**src/rtl/shreg_link_ctrl.sv**
```systemverilog
module shreg_link_ctrl #(
  parameter int RX_DEPTH = 16,
  parameter int TX_DEPTH = 8,
  localparam int RXW = $clog2(RX_DEPTH + 1),
  localparam int TXW = $clog2(TX_DEPTH + 1)
) (
  input  logic                  clk,
  input  logic                  rst_n,
  input  logic                  dev_req_n,
  output logic                  tip,
  output logic                  tack,
  input  logic                  sr_done,
  input  logic [7:0]            sr_rdata,
  output logic [7:0]            sr_wdata,
  output logic                  sr_load,
  output logic                  sr_dir_out,
  input  logic                  tx_req,
  input  logic [TXW-1:0]        tx_len,
  input  logic [8*TX_DEPTH-1:0] tx_data,
  output logic                  tx_pend,
  output logic                  rx_valid,
  output logic [RXW-1:0]        rx_len,
  output logic [8*RX_DEPTH-1:0] rx_data,
  output logic                  busy
);
  localparam int IW  = (RXW > TXW) ? RXW : TXW;
  localparam int RXI = $clog2(RX_DEPTH);
  localparam int TXI = $clog2(TX_DEPTH);

  typedef enum logic [2:0] {S_IDLE, S_RX, S_RXEND, S_SSTART, S_SEND} st_t;

  st_t            st;
  logic [IW-1:0]  idx;
  logic [TXW-1:0] pend_len;
  logic [7:0]     rxb [RX_DEPTH];
  logic [7:0]     txb [TX_DEPTH];

  wire accept = tx_req && (pend_len == '0) &&
                (tx_len >= TXW'(2)) && (tx_len <= TXW'(TX_DEPTH));
  wire start  = (st == S_IDLE) && (pend_len != '0) && dev_req_n;
  wire rx_store = sr_done && (st == S_RX) && (idx < IW'(RX_DEPTH));

  assign busy    = (st != S_IDLE);
  assign tx_pend = (pend_len != '0);

  for (genvar g = 0; g < RX_DEPTH; g++) begin : g_rx
    assign rx_data[8*g +: 8] = rxb[g];
  end

  always_ff @(posedge clk) begin
    if (rx_store) rxb[idx[RXI-1:0]] <= sr_rdata;
    if (accept)
      for (int i = 0; i < TX_DEPTH; i++) txb[i] <= tx_data[8*i +: 8];
  end

  always_ff @(posedge clk) begin
    if (!rst_n) begin
      st         <= S_IDLE;
      idx        <= '0;
      pend_len   <= '0;
      tip        <= 1'b1;
      tack       <= 1'b1;
      sr_dir_out <= 1'b0;
      sr_load    <= 1'b0;
      sr_wdata   <= '0;
      rx_valid   <= 1'b0;
      rx_len     <= '0;
    end else begin
      sr_load  <= 1'b0;
      rx_valid <= 1'b0;
      if (accept) pend_len <= tx_len;
      case (st)
        S_IDLE: begin
          if (sr_done && !dev_req_n) begin
            tip <= 1'b0;
            idx <= '0;
            st  <= S_RX;
          end else if (start) begin
            sr_dir_out <= 1'b1;
            sr_wdata   <= txb[0];
            sr_load    <= 1'b1;
            tip        <= 1'b0;
            st         <= S_SSTART;
          end
        end
        S_RX: if (sr_done) begin
          if (idx < IW'(RX_DEPTH)) idx <= idx + 1'b1;
          if (!dev_req_n) tack <= ~tack;
          else begin
            tack <= 1'b1;
            tip  <= 1'b1;
            st   <= S_RXEND;
          end
        end
        S_RXEND: if (sr_done) begin
          rx_valid <= 1'b1;
          rx_len   <= RXW'(idx);
          idx      <= '0;
          if (!dev_req_n) begin
            tip <= 1'b0;
            st  <= S_RX;
          end else st <= S_IDLE;
        end
        S_SSTART: if (sr_done) begin
          if (!dev_req_n) begin
            sr_dir_out <= 1'b0;
            tip        <= 1'b1;
            tack       <= 1'b1;
            st         <= S_IDLE;
          end else begin
            sr_wdata <= txb[1];
            sr_load  <= 1'b1;
            tack     <= ~tack;
            idx      <= IW'(2);
            st       <= S_SEND;
          end
        end
        S_SEND: if (sr_done) begin
          if (idx < IW'(pend_len)) begin
            sr_wdata <= txb[idx[TXI-1:0]];
            sr_load  <= 1'b1;
            tack     <= ~tack;
            idx      <= idx + 1'b1;
          end else begin
            pend_len   <= '0;
            idx        <= '0;
            sr_dir_out <= 1'b0;
            tip        <= 1'b1;
            tack       <= 1'b1;
            st         <= S_IDLE;
          end
        end
        default: st <= S_IDLE;
      endcase
    end
  end
endmodule


```
**config.mk**
```make
export PLATFORM = sky130hd
export DESIGN_NAME = shreg_link_ctrl
export DESIGN_NICKNAME = d
export VERILOG_FILES = /design/src/rtl/shreg_link_ctrl.sv
export SDC_FILE = /design/constraint.sdc
export NUM_CORES = 1
export LEC_CHECK = 0
export ABC_AREA = 1
export BUFFER_PORTS_ARGS = -buffer_cell sky130_fd_sc_hd__buf_2
export CAP_MARGIN = 25
export CORE_MARGIN = 4
export CORE_UTILIZATION = 47
export CTS_BUF_LIST = sky130_fd_sc_hd__clkbuf_8 sky130_fd_sc_hd__clkbuf_16
export CTS_CLUSTER_SIZE = 16
export DETAILED_ROUTE_END_ITERATION = 10
export GPL_TIMING_DRIVEN = 0
export PLACE_DENSITY = 0.73
export SLEW_MARGIN = 20
export SYNTH_ARGS = -nofsm -noshare
export SYNTH_HDL_FRONTEND = slang
export SYNTH_SLANG_ARGS = --single-unit
```
**constraint.sdc**
```tcl
create_clock -name clk -period 4.1 [get_ports clk]
set_input_delay 0.41 -clock clk [delete_from_list [all_inputs] [get_ports clk]]
set_output_delay 0.41 -clock clk [all_outputs]
set_load 0.005 [all_outputs]
```
Yosys cells after proc, flatten, opt, wreduce, memory -nomap -nowiden:

Memories as Yosys holds them, arrays and structs flattened. A register that Yosys moved wholly into a read port is not among the register bits.
Index checks and enable logic that the tools add are counted.

* register bits: 30
* memory bits (writable): 192
* logic and storage cells: 129
* memories: 2

* add/subtract/negate cells: 1
* magnitude comparators: 4
* eq/ne operators: 19
* multiplexer cells: 68
* bitwise logic cells: 1
* reductions and logical operators: 24

Memories
* rxb: depth 16, bits a word 8, read ports 16, clocked after memory_dff 0, wr ports 1, line 35 `logic [7:0] rxb [RX_DEPTH];`
* txb: depth 8, bits a word 8, read ports 3, clocked after memory_dff 1, wr ports 8, line 36 `logic [7:0] txb [TX_DEPTH];`

Operators with widths (count)
* 8-bit 2-to-1 mux: 6
* 5-bit 2-to-1 mux: 8
* 3-bit 2-to-1 mux: 11
* 1-bit 2-to-1 mux: 32
* 5-bit one-hot mux with 5 select lines: 1
* 2-bit inequality test (second input constant): 12
* 8-bit one-hot mux with 3 select lines: 1
* 7-bit AND reduction: 3
* 4-bit 2-to-1 mux: 4
* 3-bit one-hot mux with 5 select lines: 1
* 10-bit AND reduction: 1
* 1-bit one-hot mux with 3 select lines: 3
* 3-bit nonzero test: 3
* 1-bit logical AND: 8
* 8-bit AND reduction: 1
* 3-bit by 2-bit == test with 1-bit output (second input constant): 2
* 5-bit by 1-bit adder with 5-bit output (second input constant): 1
* 5-bit by 4-bit < comparator with 1-bit output: 1
* 5-bit < comparator (second input constant): 1
* 1-bit one-hot mux with 5 select lines: 1
* 5-bit nonzero test: 1
* 4-bit by 2-bit >= comparator with 1-bit output (second input constant): 1
* 4-bit less-or-equal comparator (second input constant): 1
* 4-bit logical NOT: 1
* 10 further kinds: 12

Longest topological paths before layout:

Gate-level depths: netlist (run 1).

* depth after elaboration: 8
* gate-level depth with buffers: 12
* gate-level depth less buffers: 11

Least setup slack after synthesis (run 1):

No wires, ideal clock.

* path type: input to register
* from: in tx_len[2]
* to: mem txb[0][0], enable pin
* setup time: 0.492 ns
* data arrival time: 3.697 ns
* slack: -0.090 ns
* cell stages on the path: 4
* buffers on the path: 0
* cell sequence: or2_2 > o21ai_0 > nand2_1 > nor2_1

RTL lines
* start: declaration: line 18 `input logic [TXW-1:0] tx_len,`
* end: declaration: line 36

Worst setup path in the final report (run 1):

* from: reg st[2]
* to: mem rxb[5][3], enable pin

* longest elaborated chain between the ends: 5

RTL lines
* start: declaration: line 32 `st_t st;`
* start signal: assignment: line 58 `st <= S_IDLE;`
* start signal: assignment: line 77 `st <= S_RX;`
* start signal: assignment: line 83 `st <= S_SSTART;`
* 3-bit by 1-bit == test with 1-bit output: line 41 `wire rx_store = sr_done && (st == S_RX) && (idx < IW'(RX_DEPTH));`
* 1-bit logical AND (2 in series): line 41
* 1-bit 2-to-1 mux: line 51 `if (rx_store) rxb[idx[RXI-1:0]] <= sr_rdata;`
* 1-bit 2-to-1 mux (implied by the code): line 51
* end: declaration: line 35

Every way passes these cells.

==> run summary, run 1 <==
status - complete, no violations
hold path start - tx_data[1]
total wire length - 19,400 microns
footprint of the multi-input gates - 0.00160 sq mm
clock-pin transition on the worst setup and hold timing paths - 0.06 ns
max_cap viols - 0
XOR/XNOR Fraction of Synth Area - 0.106%
Simple-Gate Fraction of Synth Area - 12.7%
ys flop type - edfxtp_1
Setup Crit Path Kind - flop to flop
io pins - 229
Die H - 141 microns
CTS tree - done
Synth async-reset ratio - 0%
power per cell area - 533 mW/mm^2
Max Freq - 0.406 GHz
PostCTS Resize Cnt - 0
final design utilization - 60.5%
drt pass-1 iters - 4
final clock skew - 0.00722 ns
Peak VDD IR - 0.000474 V
compound-gate portion of the synthesized area - 5.30%
GRT Overall Usage - 19.0%
Final setup viols - 0
vias post-DR - 5,570
register area - 0.00643 sq mm
Hold-fix buffers, CTS - 0
syn_area_per_cell - 13.2 sq um
worst r2r src - st[2]$_SDFFE_PN0P_
clock tree sinks - 225
commonest non-fill, non-tap cell in the layout - buf_2
Top delay family on crit path - simple AND/OR/NAND/NOR gates
Max H-tree Level - 1
Die ar. - 0.0198 sq mm
Root Driver - clkbuf_16
Routed Antenna Nets - 0
multiplexer share of the synthesized area - 0%
startpoint types - flop
Fin Hold WS - 0.0838 ns
pin count of the biggest net entering global routing - 30
Max Fanout on Critical Path - 8
crit path capture type - flop
Crit-path slowest cell - nor2_1
Clock Path Buffers - 3
total power - 0.00557 W
Slew HR - 46.8%
post-synthesis sequential area ratio - 77.5%
post-synthesis cell area - 0.00829 sq mm
Cells after Synth - 629
area grow syn2layout - 26.1%
vias in the first global route - 5,316
Final #Nets - 971
Detailed Place HPWL - 14,000 microns
share of cells above drive strength 1 - 32.8%
Post-CTS Setup Inserts - 0
largest family of logic cells by synthesized area - simple AND/OR/NAND/NOR gates
RSZ-0062 raised after global routing - false
Tmin final - 2.46 ns
CP peak stage delay - 0.65 ns
Unique masters post-synth - 29
YS warnings - 0
worst-margin pin slew - 0.796 ns
WL/cell - 17.3 microns
Final period util - 60.1%
initial antenna violation count - 0
commonest non-fill, non-tap cells in the layout - buf_2, edfxtp_1, nor2_1, nand2_1, o21ai_0
Static Leak - 4.23 nW
setup tns final - 0 ns
CP Cell Sequence - buf_4 -> nor2_2 -> nand2_1 -> nor3_1 -> nand2_1 -> nor2_1
Seq cells post-synth - 225
Core ar. - 0.0173 sq mm
DR DRC count - 0
most frequent cell on the critical path - nand2_1
Post-Synth Adder-Cell Area - 1.06%
launch point of the critical path - st[2]$_SDFFE_PN0P_
initial core utilization - 47.9%
Final Max Tran Viols - 0
Chip Width - 141 microns
routed vias/inst - 4.96
FILL cells - 1,358
number of I/O port buffers - 228
buffer and inverter count on the worst path - 1
first-pass GRT wire length - 29,200 microns
Rows - 48
Worst Hold Class - input port to flop
Post-Syn Nets - 717
final hold vios - 0
Worst-Skew Late Latency - 0.50 ns
Num CTS Buffers - 22
CP required - 4.23 ns
initial drt markers - 311
remaining global-route overflow - 0
Post-synth EDFFs - 192
RePlAce Congestion - 0.858
CP arrival - 2.59 ns
-- Yosys cell counts (3+ instances only) --
library cell | count | share of area [%]
inv_2 | 5 | 0.23
clkbuf_1 | 9 | 0.41
nor2_2 | 3 | 0.23
dfxtp_1 | 33 | 8.0
edfxtp_1 | 192 | 70
nand2_1 | 77 | 3.5
ha_1 | 7 | 1.1
nand3_1 | 29 | 1.8
o21ai_0 | 55 | 3.3
inv_1 | 49 | 2.2
buf_2 | 4 | 0.24
nor2_1 | 105 | 4.8
nand3b_1 | 4 | 0.36
a21oi_1 | 25 | 1.5
nand2_2 | 12 | 0.91
nand2_4 | 3 | 0.41
-- path summary, 6_finish.rpt --
kind	end	slack, ns	depth (start not counted)
max	rxb[5][3]$_DFFE_PP_	1.64	6
max reg2reg	rxb[5][3]$_DFFE_PP_	1.64	6
min	txb[0][1]$_DFFE_PN_	0.08	1
min reg2reg	tip$_SDFFE_PN1P_	0.47	2
-- power breakdown --
part           internal, W  switching, W  total (W)
logic             0.000334      0.000603   0.000937
registers          0.00263     0.0000684    0.00270
clock network      0.00114      0.000805    0.00194
-- layout make-up --
type | count | share of cell area, %
antenna | 1 | 0.0239
buffer | 15 | 0.694
clock buffer | 23 | 5.50
clock inverter | 15 | 1.15
inverter | 54 | 1.94
multi-input combinational | 335 | 15.3
sequential | 225 | 61.4
tap | 225 | 2.69
timing repair buffer | 230 | 11.3
-- stage by stage --
stage | std cells | cell area, sq um | setup WS [ns]
after global placement | 1082 | 9720 | 0.338
after floorplan | 629 | 8300 | 1.04
after detailed placement | 1084 | 9760 | 1.60
after CTS | 1122 | 10500 | 1.59
final | 1123 | 10500 | 1.64
after global routing | 1122 | 10500 | 1.39
-- worst register-to-register path, delay by kind of cell, from the launching register on --
kind / cells / cell delay (ns)
AND/OR/NAND/NOR: 5 / 1.64
flip-flops: 1 / 0.29
buffers and inverters: 1 / 0.16
-- layer usage --
metal	GRT usage, %	wire [microns]	share of wire, %
met3	4.82	1870	9.6
met2	31.9	9140	47
met1	24.5	7900	41
met5	0	0	0
met4	6.02	503	2.6
-- state kept, by name (all words and copies together), names as in the netlist, named ones only --
name and flops:
pend_len 4, tip 1, rxb 128, sr_dir_out 1, txb 64, rx_valid 1
sr_wdata 8, idx 5, st 3, sr_load 1, rx_len 5, tack 1
-- cell families after synthesis --
family	count (synthesis)
AO/OA/AOI/OAI	86
XOR/XNOR	1
adder cells (fa/ha/maj)	7
buffers and inverters	69
flip-flops	225
AND/OR/NAND/NOR	241
No activity file was read; power rests on OpenSTA's default activity.
==> run 2: changes to the inputs <==
Clock period 4.1 ns to 2 ns, I/O delays scaled along.
==> run 2 against run 1 <==
Flip-flop and latch count stayed put. Final area increased by 8.6%. Hold slack improved by 0.0014 ns. Register-to-register slack got worse by 1.5 ns. Sequential share of layout area down 4.8 points. First-iteration DRC count rose by 39%. Total power rose by 100%. Critical path depth is 1 higher. Combinational power grew 130%. Non-clock buffer count rose by 76. Setup slack got worse by 1.5 ns. Fmax increased by 30%. Critical path type unchanged. Critical endpoint is now rxb[5][0]$_DFFE_PP_. Largest power group unchanged.
==> run summary, run 2 (synthesis results as in run 1) <==
status - complete, no violations (unchanged)
routed vias/inst - 5.02 (was 4.96)
CP required - 2.17 ns (was 4.23 ns)
WL/cell - 17.9 microns (was 17.3 microns)
vias in the first global route - 6,068 (was 5,316)
CP arrival - 2.07 ns (was 2.59 ns)
clock tree sinks - 225 (unchanged)
Peak VDD IR - 0.000809 V (was 0.000474 V)
final clock skew - 0.00778 ns (was 0.00722 ns)
Largest register FFs - 128 (unchanged)
pin count of the biggest net entering global routing - 30 (unchanged)
RePlAce Congestion - 0.890 (was 0.858)
initial drt markers - 433 (was 311)
Max Freq - 0.526 GHz (was 0.406 GHz)
ant diodes - 0 (was 1)
area grow syn2layout - 36.9% (was 26.1%)
Root Driver - clkbuf_16 (unchanged)
power per cell area - 1010 mW/mm^2 (was 533 mW/mm^2)
Rows - 48 (unchanged)
Worst Hold Class - input port to flop (unchanged)
RSZ-0062 raised after global routing - false (unchanged)
Crit-path slowest cell - dfxtp_1 (was nor2_1)
clock-pin transition on the worst setup and hold timing paths - 0.06 ns (about the same)
Detailed Place HPWL - 13,900 microns (was 14,000 microns)
Final period util - 95.0% (was 60.1%)
buffer and inverter count on the worst path - 2 (was 1)
CP peak stage delay - 0.30 ns (was 0.65 ns)
initial core utilization - 47.9% (unchanged)
Die ar. - 0.0198 sq mm (unchanged)
Clock Path Buffers - 3 (unchanged)
number of I/O port buffers - 228 (unchanged)
io pins - 229 (unchanged)
Final #Nets - 1,047 (was 971)
drt pass-1 iters - 5 (was 4)
GRT Overall Usage - 21.3% (was 19.0%)
startpoint types - flop (unchanged)
DR DRC count - 0 (unchanged)
remaining global-route overflow - 0 (unchanged)
Tmin final - 1.90 ns (was 2.46 ns)
Final setup viols - 0 (unchanged)
Layout Cells excl Fill - 1,198 (was 1,123)
vias post-DR - 6,009 (was 5,570)
max_cap viols - 0 (unchanged)
Chip Width - 141 microns (unchanged)
CP Cell Sequence - buf_4 -> nor2_4 -> nand2_2 -> nor3_4 -> buf_4 -> nand2_2 -> nor2_4 (was buf_4 -> nor2_2 -> nand2_1 -> nor3_1 -> nand2_1 -> nor2_1)
Routed Antenna Nets - 0 (unchanged)
Num CTS Buffers - 22 (unchanged)
Die H - 141 microns (unchanged)
commonest non-fill, non-tap cells in the layout - buf_2, edfxtp_1, nor2_1, nand2_1, dlygate4sd3_1 (was buf_2, edfxtp_1, nor2_1, nand2_1, o21ai_0)
Worst-Skew Late Latency - 0.49 ns (was 0.50 ns)
initial antenna violation count - 1 (was 0)
Core ar. - 0.0173 sq mm (unchanged)
Setup Crit Path Kind - flop to flop (unchanged)
Max Fanout on Critical Path - 8 (unchanged)
Final Max Tran Viols - 0 (unchanged)
Slew HR - 61.3% (was 46.8%)
placed insts - 1,084 (unchanged)
total power - 0.0114 W (was 0.00557 W)
final hold vios - 0 (unchanged)
worst-margin pin slew - 0.578 ns (was 0.796 ns)
Top delay family on crit path - simple AND/OR/NAND/NOR gates (unchanged)
total wire length - 21,500 microns (was 19,400 microns)
commonest non-fill, non-tap cell in the layout - buf_2 (unchanged)
Static Leak - 4.59 nW (was 4.23 nW)
crit path capture type - flop (unchanged)
CTS tree - done (unchanged)
share of cells above drive strength 1 - 33.3% (was 32.8%)
first-pass GRT wire length - 32,800 microns (was 29,200 microns)
Max H-tree Level - 1 (unchanged)
Fin Hold WS - 0.0852 ns (was 0.0838 ns)
run 2: tightest hold or removal path, stage by stage:
cell and delay (ns):
buf_2 0.12, inv_1 0.11, nor2_1 0.11
run 2: what timing repair did:
item | CTS | global route
pin swaps | 2 | 6
gates resized for setup | 38 | 4
setup endpoints to repair | 128 | 173
hold buffers | 69 | 0
buffers inserted | 2 | 6
hold endpoints to repair | 69 | 0
run 2: final cells by class:
class / instances / area [sq um]
flip-flops and latches: 225 / 6430
fillers: 1230 / 5940
repair buffers: 307 / 1960
multi-input cells: 335 / 1760
clock buffers: 23 / 576
well taps: 225 / 282
inverters: 54 / 203
clock inverters: 15 / 85.1
plain buffers: 14 / 68.8
run 2: stage by stage:
stage	TNS (ns)	utilization, %	area (sq um)	setup WS, ns
after global routing	0	65.7	11400	0.00369
after CTS	-0.0146	65.3	11300	-0.00320
final	0	65.7	11400	0.100
after global placement	-86.56	56.2	9730	-0.574
after floorplan	-4.39	-	8300	-0.0685
after detailed placement	-52.82	56.5	9770	-0.522
run 2: routing by layer:
metal  GRT usage, %  up-vias  share of wire, %
met4           6.12        0               2.3
met5              0        -                 0
li1               -     2850                 -
met2           37.3      313                50
met1           26.8     2808                38
met3           4.58       38               9.7
run 2: final timing paths:
path                       from                  end  slack (ns)  cells past startpoint
max          st[2]$_SDFFE_PN0P_  rxb[5][0]$_DFFE_PP_        0.10                      7
min                       rst_n   sr_load$_SDFF_PN0_        0.09                      3
max reg2reg  st[2]$_SDFFE_PN0P_  rxb[5][0]$_DFFE_PP_        0.10                      7
min reg2reg    tip$_SDFFE_PN1P_     tip$_SDFFE_PN1P_        0.47                      2
run 2: report_power, final:
group / internal (W) / total (W) / switching (W)
Sequential: 0.00539 / 0.00555 / 0.000160
Clock: 0.00209 / 0.00375 / 0.00166
Combinational: 0.000806 / 0.00213 / 0.00132
Total: 0.00828 / 0.0114 / 0.00314
==> run 3: changes to the inputs <==
Settings changed: CORE_UTILIZATION 47 to 52, PLACE_DENSITY 0.73 to 0.76.
Clock period 2 ns to 2.1 ns, I/O delays scaled along.
==> run 3 against run 2 <==
Hold slack improved by 0.0078 ns. Clock power fell by 5%. Count of clock-buffer cells in the layout fell by 2. Final cell count fell by 1.6%. Wire length rose by 0.95%. Register-to-register slack barely moved. Critical path depth rose by 1. Final area fell by 0.54%. Largest power group unchanged. Global-route usage rose by 2.2 points.
==> run summary, run 3 (synthesis results as in run 1) <==
initial drt markers - 521 (was 433)
placed insts - 1,070 (was 1,084)
clock tree sinks - 225 (unchanged)
vias in the first global route - 5,893 (was 6,068)
Clock Path Buffers - 3 (unchanged)
power per cell area - 961 mW/mm^2 (was 1010 mW/mm^2)
number of I/O port buffers - 228 (unchanged)
CTS tree - done (unchanged)
Final #Nets - 1,043 (was 1,047)
FILL cells - 985 (was 1,230)
RSZ-0062 raised after global routing - true (was false)
initial core utilization - 53.8% (was 47.9%)
commonest non-fill, non-tap cells in the layout - buf_2, edfxtp_1, nor2_1, nand2_1, dlygate4sd3_1 (unchanged)
WP depth - 8 (was 7)
crit path capture type - flop (unchanged)
setup tns final - 0 ns (unchanged)
Die ar. - 0.0180 sq mm (was 0.0198 sq mm)
share of cells above drive strength 1 - 32.4% (was 33.3%)
initial antenna violation count - 1 (unchanged)
total wire length - 21,700 microns (was 21,500 microns)
Slew HR - 64.2% (was 61.3%)
Root Driver - clkbuf_16 (unchanged)
GRT Overall Usage - 23.5% (was 21.3%)
Hold Crit Depth - 3 (unchanged)
Top delay family on crit path - buffers and inverters (was simple AND/OR/NAND/NOR gates)
setup slack after layout - 0.0968 ns (was 0.100 ns)
Final setup viols - 0 (unchanged)
Static Leak - 4.55 nW (was 4.59 nW)
Worst-Skew Late Latency - 0.50 ns (was 0.49 ns)
register area - 0.00643 sq mm (unchanged)
WL/cell - 18.4 microns (was 17.9 microns)
Die H - 134 microns (was 141 microns)
pin count of the biggest net entering global routing - 30 (unchanged)
Largest register FFs - 128 (unchanged)
Num CTS Buffers - 21 (was 22)
Peak VDD IR - 0.000622 V (was 0.000809 V)
CP peak stage delay - 0.53 ns (was 0.30 ns)
area grow syn2layout - 36.2% (was 36.9%)
Setup Crit Path Kind - input port to flop (was flop to flop)
Worst Hold Class - input port to flop (unchanged)
Layout Cells excl Fill - 1,179 (was 1,198)
buffer and inverter count on the worst path - 4 (was 2)
Routed Antenna Nets - 0 (unchanged)
Rows - 45 (was 48)
RePlAce Congestion - 0.901 (was 0.890)
Max H-tree Level - 1 (unchanged)
Core ar. - 0.0154 sq mm (was 0.0173 sq mm)
final instance area - 0.0113 sq mm (was 0.0114 sq mm)
commonest non-fill, non-tap cell in the layout - buf_2 (unchanged)
Max Freq - 0.499 GHz
Crit-path slowest cell - dlygate4sd3_1 (was dfxtp_1)
vias post-DR - 6,084 (was 6,009)
status - complete, no violations (unchanged)
placed instance area - 0.00976 sq mm (was 0.00977 sq mm)
Final period util - 95.4%
CP arrival - 2.21 ns (was 2.07 ns)
Final Max Tran Viols - 0 (unchanged)
footprint of the multi-input gates - 0.00174 sq mm (was 0.00176 sq mm)
dpl ws - -0.397 ns (was -0.522 ns)
io pins - 229 (unchanged)
clock-pin transition on the worst setup and hold timing paths - 0.06 ns (about the same)
FF-to-FF path depth - 6 (was 7)
CP Cell Sequence - dlygate4sd3_1 -> buf_2 -> or2_4 -> o21ai_1 -> nand2_1 -> nor2_4 -> buf_12 -> buf_16 (was buf_4 -> nor2_4 -> nand2_2 -> nor3_4 -> buf_4 -> nand2_2 -> nor2_4)
ant diodes - 0 (unchanged)
worst-margin pin slew - 0.535 ns (was 0.578 ns)
Max Fanout on Critical Path - 29 (was 8)
routed vias/inst - 5.16 (was 5.02)
final design utilization - 73.2% (was 65.7%)
Chip Width - 134 microns (was 141 microns)
final clock skew - 0.0220 ns (was 0.00778 ns)
CP required - 2.30 ns (was 2.17 ns)
drt pass-1 iters - 5 (unchanged)
remaining global-route overflow - 0 (unchanged)
final hold vios - 0 (unchanged)
first-pass GRT wire length - 32,600 microns (was 32,800 microns)
Tmin final - 2.00 ns
startpoint types - input port (was flop)
Detailed Place HPWL - 13,500 microns (was 13,900 microns)
max_cap viols - 0 (unchanged)
DR DRC count - 0 (unchanged)
==> run 3: per-layer routing <==
| layer | global-route usage (%) | wire length, microns |
|---|---|---|
| met2 | 42.0 | 11000 |
| met5 | 0 | 12 |
| met1 | 28.4 | 8010 |
| met4 | 7.13 | 535 |
| met3 | 5.55 | 2120 |
==> run 3: layout make-up <==
class                           instances  share of cell area (%)
Inverter                               54                    1.79
Clock inverter                         15                    1.02
Timing Repair Buffer                  303                    17.2
Clock buffer                           21                    4.65
Tap cell                              211                    2.34
Multi-Input combinational cell        335                    15.4
Buffer                                 15                   0.642
Sequential cell                       225                    56.9
==> run 3: report_power, final <==
| part | internal [W] | switching, W | total, W |
|---|---|---|---|
| Sequential | 0.00513 | 0.000137 | 0.00527 |
| Clock | 0.00205 | 0.00151 | 0.00356 |
| Combinational | 0.000770 | 0.00126 | 0.00203 |
| Total | 0.00796 | 0.00290 | 0.0109 |
==> run 3: tightest hold or removal path: stages <==
cell and delay, ns:
buf_2 0.10, inv_1 0.12, nor2_1 0.12
==> run 3: path summary, 6_finish.rpt <==
path / start / end / slack (ns)
hold / removal: rst_n / sr_load$_SDFF_PN0_ / 0.09
setup / recovery: tx_len[2] / txb[0][0]$_DFFE_PN_ / 0.1
setup reg to reg: st[2]$_SDFFE_PN0P_ / rxb[2][1]$_DFFE_PP_ / 0.1
hold reg to reg: tip$_SDFFE_PN1P_ / tip$_SDFFE_PN1P_ / 0.47
==> run 3: timing repair <==
action                     CTS  global route
pin swaps                    1             3
gates resized for setup     31             7
setup buffers                2             2
hold buffers                69             0
hold endpoints to repair    69             0
setup endpoints to repair  128           151
==> run 3: through the flow <==
| stage | hold WS (ns) | power [W] |
|---|---|---|
| 6_report | 0.0930 | 0.0109 |
| 3_3_place_gp | 0.387 | 0.00713 |
| 5_1_grt | 0.113 | 0.0114 |
| 4_1_cts | 0.0838 | 0.0108 |
| 2_1_floorplan | 0.309 | 0.00657 |
| 3_5_place_dp | 0.388 | 0.00718 |
